## src/rtl/tmr_pkg.sv

```systemverilog
package tmr_pkg;

    localparam int NUM_CH = 2;
    localparam int ADDR_W = 3;

    localparam logic [ADDR_W-1:0] ADDR_CTRL  = 3'd0;
    localparam logic [ADDR_W-1:0] ADDR_CMP0  = 3'd1;
    localparam logic [ADDR_W-1:0] ADDR_COUNT = 3'd3;
    localparam logic [ADDR_W-1:0] ADDR_DIR   = 3'd4;
    localparam logic [ADDR_W-1:0] ADDR_FLAGS = 3'd5;

    typedef enum logic [1:0] {
        OC_NONE   = 2'b00,
        OC_TOGGLE = 2'b01,
        OC_CLEAR  = 2'b10,
        OC_SET    = 2'b11
    } oc_act_e;

    typedef struct packed {
        oc_act_e mode_a;
        oc_act_e mode_b;
        logic    buffered;
        logic    ctc;
    } ctrl_t;

endpackage

```

## src/rtl/tmr_prescale.sv

```systemverilog
module tmr_prescale #(
    parameter int DIV = 8
) (
    input  logic clk,
    input  logic rst_n,
    output logic tick_o
);
    localparam int PW = (DIV > 1) ? $clog2(DIV) : 1;
    localparam logic [PW-1:0] LAST = PW'(DIV - 1);

    logic [PW-1:0] pre_d, pre_q;

    always_comb begin
        tick_o = (pre_q == LAST);
        pre_d  = tick_o ? '0 : pre_q + 1'b1;
    end

    always_ff @(posedge clk or negedge rst_n) begin
        if (!rst_n) pre_q <= '0;
        else        pre_q <= pre_d;
    end


    tick_period_chk: assert property (@(posedge clk) disable iff (!rst_n)
        tick_o |=> (pre_q == '0));

endmodule

```

## src/rtl/tmr_counter.sv

```systemverilog
module tmr_counter
    import tmr_pkg::*;
#(
    parameter int W = 16
) (
    input  logic                         clk,
    input  logic                         rst_n,
    input  logic                         tick_i,
    input  logic                         ctc_i,
    input  logic [NUM_CH-1:0][W-1:0]     cmp_act_i,
    input  logic                         cnt_wr_i,
    input  logic [W-1:0]                 wdata_i,
    input  logic                         ovf_clr_i,
    output logic [W-1:0]                 cnt_o,
    output logic [NUM_CH-1:0]            hit_o,
    output logic                         reload_o,
    output logic                         ovf_o
);
    typedef struct packed {
        logic [W-1:0] cnt;
        logic         blocked;
        logic         ovf;
    } cnt_state_t;

    cnt_state_t s_d, s_q;
    logic [W-1:0] top_val;
    logic         at_top;
    logic         match_en;

    always_comb begin
        s_d      = s_q;
        top_val  = ctc_i ? cmp_act_i[0] : {W{1'b1}};
        at_top   = (s_q.cnt == top_val);
        match_en = tick_i && !cnt_wr_i && !s_q.blocked;
        reload_o = tick_i && !cnt_wr_i && at_top;
        for (int i = 0; i < NUM_CH; i++) begin
            hit_o[i] = match_en && (s_q.cnt == cmp_act_i[i]);
        end

        if (cnt_wr_i) begin
            s_d.cnt     = wdata_i;
            s_d.blocked = 1'b1;
        end else if (tick_i) begin
            s_d.cnt     = at_top ? '0 : s_q.cnt + 1'b1;
            s_d.blocked = 1'b0;
        end

        if (ovf_clr_i) s_d.ovf = 1'b0;
        if (reload_o)  s_d.ovf = 1'b1;
    end

    always_ff @(posedge clk or negedge rst_n) begin
        if (!rst_n) s_q <= '0;
        else        s_q <= s_d;
    end

    assign cnt_o = s_q.cnt;
    assign ovf_o = s_q.ovf;


    cnt_hold_chk: assert property (@(posedge clk) disable iff (!rst_n)
        (!tick_i && !cnt_wr_i) |=> $stable(s_q.cnt));


    ctc_wrap_chk: assert property (@(posedge clk) disable iff (!rst_n)
        (tick_i && !cnt_wr_i && ctc_i && s_q.cnt == cmp_act_i[0]) |=> (s_q.cnt == '0));


    ovf_set_chk: assert property (@(posedge clk) disable iff (!rst_n)
        reload_o |=> s_q.ovf);


    wr_block_chk: assert property (@(posedge clk) disable iff (!rst_n)
        cnt_wr_i |=> (hit_o == '0));

endmodule

```

## src/rtl/tmr_channel.sv

```systemverilog
module tmr_channel
    import tmr_pkg::*;
#(
    parameter int W = 16
) (
    input  logic         clk,
    input  logic         rst_n,
    input  oc_act_e      mode_i,
    input  logic         buffered_i,
    input  logic         hit_i,
    input  logic         reload_i,
    input  logic         cmp_wr_i,
    input  logic [W-1:0] wdata_i,
    input  logic         flag_clr_i,
    input  logic         dir_i,
    output logic [W-1:0] cmp_act_o,
    output logic         oc_o,
    output logic         flag_o,
    output logic         ovr_o,
    output logic         drv_o
);
    typedef struct packed {
        logic [W-1:0] act;
        logic [W-1:0] shadow;
        logic         oc;
        logic         flag;
    } ch_state_t;

    ch_state_t s_d, s_q;

    always_comb begin
        s_d = s_q;
        if (hit_i) begin
            unique case (mode_i)
                OC_TOGGLE: s_d.oc = ~s_q.oc;
                OC_CLEAR:  s_d.oc = 1'b0;
                OC_SET:    s_d.oc = 1'b1;
                default:   s_d.oc = s_q.oc;
            endcase
        end
        if (buffered_i && reload_i) s_d.act = s_q.shadow;
        if (cmp_wr_i) begin
            s_d.shadow = wdata_i;
            if (!buffered_i) s_d.act = wdata_i;
        end
        if (flag_clr_i) s_d.flag = 1'b0;
        if (hit_i)      s_d.flag = 1'b1;
    end

    always_ff @(posedge clk or negedge rst_n) begin
        if (!rst_n) s_q <= '0;
        else        s_q <= s_d;
    end

    assign cmp_act_o = s_q.act;
    assign oc_o      = s_q.oc;
    assign flag_o    = s_q.flag;
    assign ovr_o     = (mode_i != OC_NONE);
    assign drv_o     = ovr_o && dir_i;


    flag_set_chk: assert property (@(posedge clk) disable iff (!rst_n)
        hit_i |=> s_q.flag);


    clear_act_chk: assert property (@(posedge clk) disable iff (!rst_n)
        (hit_i && mode_i == OC_CLEAR) |=> !s_q.oc);


    set_act_chk: assert property (@(posedge clk) disable iff (!rst_n)
        (hit_i && mode_i == OC_SET) |=> s_q.oc);


    toggle_act_chk: assert property (@(posedge clk) disable iff (!rst_n)
        (hit_i && mode_i == OC_TOGGLE) |=> (s_q.oc != $past(s_q.oc)));


    no_action_chk: assert property (@(posedge clk) disable iff (!rst_n)
        !hit_i |=> $stable(s_q.oc));


    buf_hold_chk: assert property (@(posedge clk) disable iff (!rst_n)
        (buffered_i && !reload_i && !cmp_wr_i) |=> $stable(s_q.act));

endmodule

```

## src/rtl/tmr_compare_unit.sv

```systemverilog
module tmr_compare_unit
    import tmr_pkg::*;
#(
    parameter int W       = 16,
    parameter int PRE_DIV = 8
) (
    input  logic              clk,
    input  logic              rst_n,
    input  logic              wr_en,
    input  logic [ADDR_W-1:0] wr_addr,
    input  logic [W-1:0]      wr_data,
    output logic [W-1:0]      cnt_o,
    output logic [NUM_CH-1:0] oc_o,
    output logic [NUM_CH-1:0] pin_ovr_o,
    output logic [NUM_CH-1:0] pin_drv_o,
    output logic [NUM_CH-1:0] cmp_flag_o,
    output logic              ovf_flag_o
);
    typedef struct packed {
        ctrl_t             ctrl;
        logic [NUM_CH-1:0] dir;
    } top_state_t;

    top_state_t t_d, t_q;

    logic                     tick;
    logic                     cnt_wr;
    logic                     flag_wr;
    logic [NUM_CH-1:0]        hit;
    logic                     reload;
    logic [NUM_CH-1:0]        cmp_wr;
    logic [NUM_CH-1:0]        flag_clr;
    logic [NUM_CH-1:0][W-1:0] cmp_act;
    oc_act_e                  mode_sel [NUM_CH];

    always_comb begin
        t_d = t_q;
        if (wr_en && wr_addr == ADDR_CTRL) begin
            t_d.ctrl.mode_a   = oc_act_e'(wr_data[7:6]);
            t_d.ctrl.mode_b   = oc_act_e'(wr_data[5:4]);
            t_d.ctrl.buffered = wr_data[1];
            t_d.ctrl.ctc      = wr_data[0];
        end
        if (wr_en && wr_addr == ADDR_DIR) t_d.dir = wr_data[NUM_CH-1:0];
    end

    always_ff @(posedge clk or negedge rst_n) begin
        if (!rst_n) t_q <= '0;
        else        t_q <= t_d;
    end

    assign cnt_wr      = wr_en && (wr_addr == ADDR_COUNT);
    assign flag_wr     = wr_en && (wr_addr == ADDR_FLAGS);
    assign mode_sel[0] = t_q.ctrl.mode_a;
    assign mode_sel[1] = t_q.ctrl.mode_b;

    tmr_prescale #(.DIV(PRE_DIV)) u_pre (
        .clk    (clk),
        .rst_n  (rst_n),
        .tick_o (tick)
    );

    tmr_counter #(.W(W)) u_cnt (
        .clk       (clk),
        .rst_n     (rst_n),
        .tick_i    (tick),
        .ctc_i     (t_q.ctrl.ctc),
        .cmp_act_i (cmp_act),
        .cnt_wr_i  (cnt_wr),
        .wdata_i   (wr_data),
        .ovf_clr_i (flag_wr && wr_data[0]),
        .cnt_o     (cnt_o),
        .hit_o     (hit),
        .reload_o  (reload),
        .ovf_o     (ovf_flag_o)
    );

    for (genvar g = 0; g < NUM_CH; g++) begin : g_ch
        assign cmp_wr[g]   = wr_en && (wr_addr == ADDR_CMP0 + ADDR_W'(g));
        assign flag_clr[g] = flag_wr && wr_data[g+1];

        tmr_channel #(.W(W)) u_ch (
            .clk        (clk),
            .rst_n      (rst_n),
            .mode_i     (mode_sel[g]),
            .buffered_i (t_q.ctrl.buffered),
            .hit_i      (hit[g]),
            .reload_i   (reload),
            .cmp_wr_i   (cmp_wr[g]),
            .wdata_i    (wr_data),
            .flag_clr_i (flag_clr[g]),
            .dir_i      (t_q.dir[g]),
            .cmp_act_o  (cmp_act[g]),
            .oc_o       (oc_o[g]),
            .flag_o     (cmp_flag_o[g]),
            .ovr_o      (pin_ovr_o[g]),
            .drv_o      (pin_drv_o[g])
        );
    end


    cnt_load_chk: assert property (@(posedge clk) disable iff (!rst_n)
        (wr_en && wr_addr == ADDR_COUNT) |=> (cnt_o == $past(wr_data)));

endmodule

```

## config.mk

```make
export PLATFORM = sky130hd
export DESIGN_NAME = tmr_compare_unit
export DESIGN_NICKNAME = d
export VERILOG_FILES = /design/src/rtl/tmr_pkg.sv /design/src/rtl/tmr_prescale.sv /design/src/rtl/tmr_counter.sv /design/src/rtl/tmr_channel.sv /design/src/rtl/tmr_compare_unit.sv
export SDC_FILE = /design/constraint.sdc
export NUM_CORES = 1
export LEC_CHECK = 0
export ABC_AREA = 1
export ABC_CLOCK_PERIOD_IN_PS = 5400
export BUFFER_PORTS_ARGS = -buffer_cell sky130_fd_sc_hd__buf_2
export CORE_MARGIN = 2
export CORE_UTILIZATION = 50
export CTS_BUF_LIST = sky130_fd_sc_hd__clkbuf_4
export DETAILED_ROUTE_END_ITERATION = 7
export PLACE_DENSITY = 0.73
export SETUP_SLACK_MARGIN = 0.02
export SYNTH_ARGS = -nofsm -noshare
export SYNTH_HDL_FRONTEND = slang
export SYNTH_HIERARCHICAL = 1
export SYNTH_SLANG_ARGS = --single-unit
```

## constraint.sdc

```tcl
create_clock -name clk -period 5.4 [get_ports clk]
set_input_delay 1.08 -clock clk [delete_from_list [all_inputs] [get_ports clk]]
set_output_delay 1.08 -clock clk [all_outputs]
set_load 0.02 [all_outputs]
```

==> flow_summary.yaml, run 1 <==
cts:
  cts_setup_buffers: 0
  clock_path_buffers: 2
  clk_latency_ns: 0.47
  cts_root_buf: "clkbuf_4"
  ctsHoldBuffers: 0
  cts_buffers: 9
  path_clk_slew_ns: 0.14
  clock-sinks: 97
  cts_resized: 0
  cts_max_level: 3
  cts_tree: "yes"
placement:
  detailed_place_hpwl_mm: 11.0
  numPortBuffers: 46
  gp_congestion: 0.991
routing:
  viasPerCell: 5.25
  wl_per_cell_um: 14.9
  routed-via-count: 5357
  drt_iter0_markers: 569
  met3WireLength_mm: 1.05
  m1WireLength_mm: 7.17
  wl_met2_mm: 6.69
  drc: 0
  routed_wl_mm: 15.2
  highest_layer: "met4"
  firstDrtPassIters: 5
  ant_nets: 0
floorplanning:
  die_area_um2: 13500
  start_util_pct: 51.7
  core_um2: 12200
  std_cell_rows: 40
  die_w_um: 116
  io_pins: 47
  die_h_um: 116
timing:
  grt_setup_unrepaired: "false"
  skew_ns: 0.0139
  finalHoldViolCount: 0
  worst_hold_slack_ns: 0.439
  tns_ns: 0
  period_needed_ns: 2.76
  fmax_ghz: 0.363
  tightest_slew_ns: 1.01
  fin_crit_sh_pct: 51.1
  setup_viol: 0
  relSlewSlack_pct: 32.7
  drv_slew: 0
power_and_ir_drop:
  power_frac_seq_pct: 48.4
  comb_power_share_pct: 33.5
  power_switching_mw: 0.895
  p_clk_share_pct: 18.1
  total_leakage_power_nw: 3.30
  ir_worst_vdd_mv: 0.140
  p_total_mw: 2.16
  switching_share_pct: 41.4
  p_int_mw: 1.27
  p_per_area_nw_per_um2: 343
global_route:
  grt_pass1_vias: 4890
  grt_pass1_wl_mm: 25.2
  antenna_found_initial: 0
  grt_overflow: 0
  grt_max_degree: 61
  grt_use_total_pct: 24.2
worst_setup_path:
  crit_family: "buffers and inverters"
  worstSetupPathType: "input pin to flip-flop"
  path_depth: 14
  start_kind: "input pin"
  max_stage_delay_ns: 0.41
  cp.arrival_ns: 3.17
  r2r-start: "t_q[2]$_DFFE_PN0P_"
  cp-end-kind: "flip-flop"
  required_ns: 5.81
  critPathSlowestCell: "buf_4"
  worst-path-max-fanout: 34
  crit_start: "wr_addr[2]"
  crit_path_end: "g_ch[1].u_ch/cmp_act_o[7]$_DFF_PN0_"
  crit_buf_inv: 6
  cp_cell_sequence: "buf_2 -> inv_1 -> nand2_1 -> nor3_2 -> buf_4 -> nor2_1 -> buf_4 -> inv_1 -> nor3_2 -> buf_4 -> nand2_4 -> nand2_1 -> nand3_1 -> nand2_1"
  worst-r2r-setup-slack_ns: 2.66
  rr_endpoint: "g_ch[1].u_ch/cmp_act_o[7]$_DFF_PN0_"
  r2r_cells: 11
synth:
  ys_seq_elements: 97
  post-synth-top-count-cell: "nand2_1"
  synth-edff-count: 0
  avgSynthCellArea_um2: 7.22
  synth_nets: 895
  yosysTopAreaCellShare_pct: 38.6
  ys_types: 38
  syn_area_um2: 6280
  synth_cells: 870
  ys_seq_area_share_pct: 38.6
  yosys_warnings: 6
  yosys-top-cells-area: "dfrtp_1 (39%), nand2_1 (15%), nand3_1 (8.9%)"
  ys.flop_type: "dfrtp_1"
  synth_common_cells: "nand2_1 (256), inv_1 (123), nand3_1 (112)"
  yosys.area.top_type: "dfrtp_1"
  synth_async_sr_flop_share_pct: 100
status:
  status: "finished, final reports clean"
finish:
  drive_gt1_share_pct: 12.0
  nFillCells: 1221
  nNetsFinal: 873
  utilization_pct: 51.8
  n_antenna_cell: 0
  syn2layout_area_growth_pct: 0.279
job:
  maxCapViolCount: 0
min_path:
  hp-class: "flip-flop to flip-flop"
## power by group through the flow
stage | combinational (mW) | sequential, mW | clock (mW)
2_1_floorplan | 0.718 | 0.957 | 0
3_3_place_gp | 0.706 | 1.05 | 0
3_5_place_dp | 0.715 | 1.06 | 0
4_1_cts | 0.719 | 1.04 | 0.398
5_1_grt | 0.828 | 1.07 | 0.425
6_report | 0.724 | 1.05 | 0.391
## flip-flops by register name, summed over array words and instances (netlist names)
signal               cells
g_ch.u_ch/oc_o           2
u_cnt/s_q                1
u_cnt/ovf_o              1
mode_sel                 4
g_ch.u_ch/cmp_act_o     32
u_pre/pre_q              3
t_q                      4
g_ch.u_ch/s_q           32
u_cnt/cnt_o             16
g_ch.u_ch/flag_o         2
## kinds of logic after synthesis
group / count (synthesis) / synth area share [%]
simple gates: 449 / 31.9
buf+inv: 216 / 18.1
flops: 97 / 38.6
compound gates: 89 / 8.54
xor+xnor: 16 / 2.23
fa+ha+maj: 3 / 0.597
## through the flow
step | worst slack (ns) | instance area, µm² | std cells
after floorplan | 2.69 | 6280 | 870
after global placement | 2.25 | 6170 | 1005
after detailed placement | 2.19 | 6170 | 1005
after CTS | 2.69 | 6300 | 1021
after global routing | 2.41 | 6300 | 1021
final | 2.64 | 6300 | 1021
## layer usage
layer  up-vias  track usage [%]
met5         -                0
li1       2658                -
met1      2498             36.5
met4         0             8.02
met3        20             3.84
met2       181             35.6
## area by class of cell
cell class / count / area [µm²] / area share, %
clock buffer: 10 / 75.1 / 1.19
clock inverter: 6 / 58.8 / 0.933
inverter: 130 / 505 / 8.02
multi-input combinational: 557 / 2740 / 43.5
sequential: 97 / 2430 / 38.5
tap: 168 / 210 / 3.34
timing repair buffer: 53 / 285 / 4.53
## layout by cell type (no fill, tap or decap), types with 7 or more instances in the layout
cell      synthesis  layout
a22oi_1          14      14
buf_2            19      45
buf_4            52       8
clkbuf_4          0      10
dfrtp_1          97      97
inv_1           123     123
nand2_1         256     256
nand3_1         112     112
nand3_2           7       7
nor2_1           39      39
nor3_1           12       8
o21ai_0          17      17
o21ai_1          33      33
xor2_1           12      12
## worst min-delay path by stage
| stage | start | to | slack [ns] | cells after the start |
|---|---|---|---|---|
| 6_report | u_pre/pre_q[0]$_DFF_PN0_ | u_pre/pre_q[0]$_DFF_PN0_ | 0.44 | 1 |
| 5_1_grt | u_pre/pre_q[0]$_DFF_PN0_ | u_pre/pre_q[0]$_DFF_PN0_ | 0.49 | 1 |
| 4_1_cts | u_pre/pre_q[0]$_DFF_PN0_ | u_pre/pre_q[0]$_DFF_PN0_ | 0.44 | 1 |
| 3_5_place_dp | u_pre/pre_q[0]$_DFF_PN0_ | u_pre/pre_q[0]$_DFF_PN0_ | 0.42 | 1 |
| 3_3_place_gp | u_pre/pre_q[0]$_DFF_PN0_ | u_pre/pre_q[0]$_DFF_PN0_ | 0.42 | 1 |
| 2_1_floorplan | u_pre/pre_q[0]$_DFF_PN0_ | u_pre/pre_q[0]$_DFF_PN0_ | 0.40 | 1 |
Note: power is estimated with default switching activity, not from simulation.
==> run 2: changes to the inputs <==
ABC_CLOCK_PERIOD_IN_PS = 2900   (was 5400)
clock period = 2.9 ns   (was 5.4 ns; I/O delays follow)
==> flow_summary.yaml, run 2 (same netlist as run 1, synthesis figures left out) <==
worst_setup_path:
  r2r-start: "t_q[2]$_DFFE_PN0P_"
  worstSetupPathType: "flip-flop to flip-flop"
  worst-r2r-setup-slack_ns: 0.45
  rr_endpoint: "g_ch[1].u_ch/cmp_act_o[3]$_DFF_PN0_"
  worst-path-max-fanout: 22
  cp.arrival_ns: 2.86
  r2r_cells: 12
  cp-end-kind: "flip-flop"
  start_kind: "flip-flop"
  required_ns: 3.31
timing:
  period_needed_ns: 2.45
  relSlewSlack_pct: 30.3
  tightest_slew_ns: 1.04
  skew_ns: 0.0197
  fmax_ghz: 0.409
  worst_hold_slack_ns: 0.120
  fin_crit_sh_pct: 84.4
  finalHoldViolCount: 0
  drv_slew: 0
  setup_viol: 0
  tns_ns: 0
  grt_setup_unrepaired: "false"
global_route:
  grt_max_degree: 52
  grt_pass1_wl_mm: 25.7
  grt_pass1_vias: 4829
  grt_use_total_pct: 25.1
  antenna_found_initial: 0
  grt_overflow: 0
finish:
  n_antenna_cell: 0
  syn2layout_area_growth_pct: 1.13
  utilization_pct: 52.3
  fin_cells: 1029
  drive_gt1_share_pct: 12.9
  nNetsFinal: 881
  layout_commonest_cell: "nand2_1"
  layout_common_cells: "nand2_1 (256), inv_1 (123), nand3_1 (112)"
power_and_ir_drop:
  p_per_area_nw_per_um2: 628
  total_leakage_power_nw: 3.34
  ir_worst_vdd_mv: 0.288
  p_total_mw: 3.99
cts:
  ctsHoldBuffers: 0
  clock_path_buffers: 2
  path_clk_slew_ns: 0.14
  cts_resized: 0
  cts_setup_buffers: 0
  cts_max_level: 3
  clock-sinks: 97
  clk_latency_ns: 0.48
  cts_root_buf: "clkbuf_4"
  cts_buffers: 9
  cts_tree: "yes"
routing:
  wl_per_cell_um: 15.6
  viasPerCell: 5.31
  routed-via-count: 5465
  drc: 0
  drt_iter0_markers: 477
  firstDrtPassIters: 5
  routed_wl_mm: 16.0
  ant_nets: 0
placement:
  detailed_place_hpwl_mm: 11.8
  numPortBuffers: 46
  placed_cells: 1013
  gp_congestion: 0.948
min_path:
  hp-class: "input pin to async pin"
status:
  status: "finished, final reports clean"
floorplanning:
  start_util_pct: 51.7
  die_h_um: 116
  io_pins: 47
  core_um2: 12200
  die_w_um: 116
  std_cell_rows: 40
  die_area_um2: 13500
job:
  maxCapViolCount: 0
-- run 2: changes by cell type in the layout (fill, tap and decap cells not counted) --
cell and change:
buf_12 +1, clkinv_1 -1, bufinv_16 -1, buf_4 +7, clkbuf_4 +1, clkinvlp_4 +1
-- run 2: cell type report --
type	count	area, µm²
Clock buffer	11	82.6
Clock inverter	5	32.5
Fill cell	1223	5810
Inverter	130	505
Multi-Input combinational cell	557	2740
Sequential cell	97	2430
Tap cell	168	210
Timing Repair Buffer	61	358
-- run 2: how the worst max path moves through the flow --
stage | end | from | cells after the start
floorplan | g_ch[0].u_ch/cmp_act_o[10]$_DFF_PN0_ | wr_addr[2] | 12
detailed placement | g_ch[0].u_ch/oc_o$_DFFE_PN0P_ | wr_addr[2] | 12
finish | g_ch[1].u_ch/cmp_act_o[3]$_DFF_PN0_ | t_q[2]$_DFFE_PN0P_ | 12
global route | g_ch[1].u_ch/cmp_act_o[3]$_DFF_PN0_ | t_q[2]$_DFFE_PN0P_ | 12
global placement | g_ch[1].u_ch/cmp_act_o[1]$_DFF_PN0_ | t_q[2]$_DFFE_PN0P_ | 12
CTS | g_ch[0].u_ch/cmp_act_o[13]$_DFF_PN0_ | t_q[2]$_DFFE_PN0P_ | 12
-- run 2: through the flow --
step	setup WS (ns)	area (µm²)
floorplan	0.694	6280
CTS	0.472	6360
detailed placement	0.494	6240
finish	0.454	6360
global route	0.211	6360
global placement	0.530	6240
-- run 2: metal layers --
layer | track usage, % | wire length [µm] | up-vias | share of wire (%)
met5 | 0 | 0 | - | 0
met4 | 7.06 | 350 | 0 | 2.2
met3 | 5.35 | 1170 | 24 | 7.3
met2 | 37.5 | 7180 | 200 | 45
met1 | 36.9 | 7350 | 2570 | 46
li1 | - | - | 2671 | -
-- run 2: power breakdown --
part           internal [mW]  leakage, nW  switching (mW)
clock                  0.193       0.0605           0.448
combinational          0.499         2.08           0.916
sequential              1.62         1.20           0.317
total                   2.31         3.34            1.68
-- run 2: worst max-delay path, cell delays in order (launching register included) --
cell     delay [ns]
dfrtp_1        0.66
buf_4          0.29
nand2_1        0.07
nand2_1        0.07
nand4_1        0.08
nor2_1         0.12
nand3_1        0.10
nor3_2         0.21
buf_4          0.33
nand2_4        0.18
nand2_1        0.14
nand3_1        0.08
nand2_1        0.06
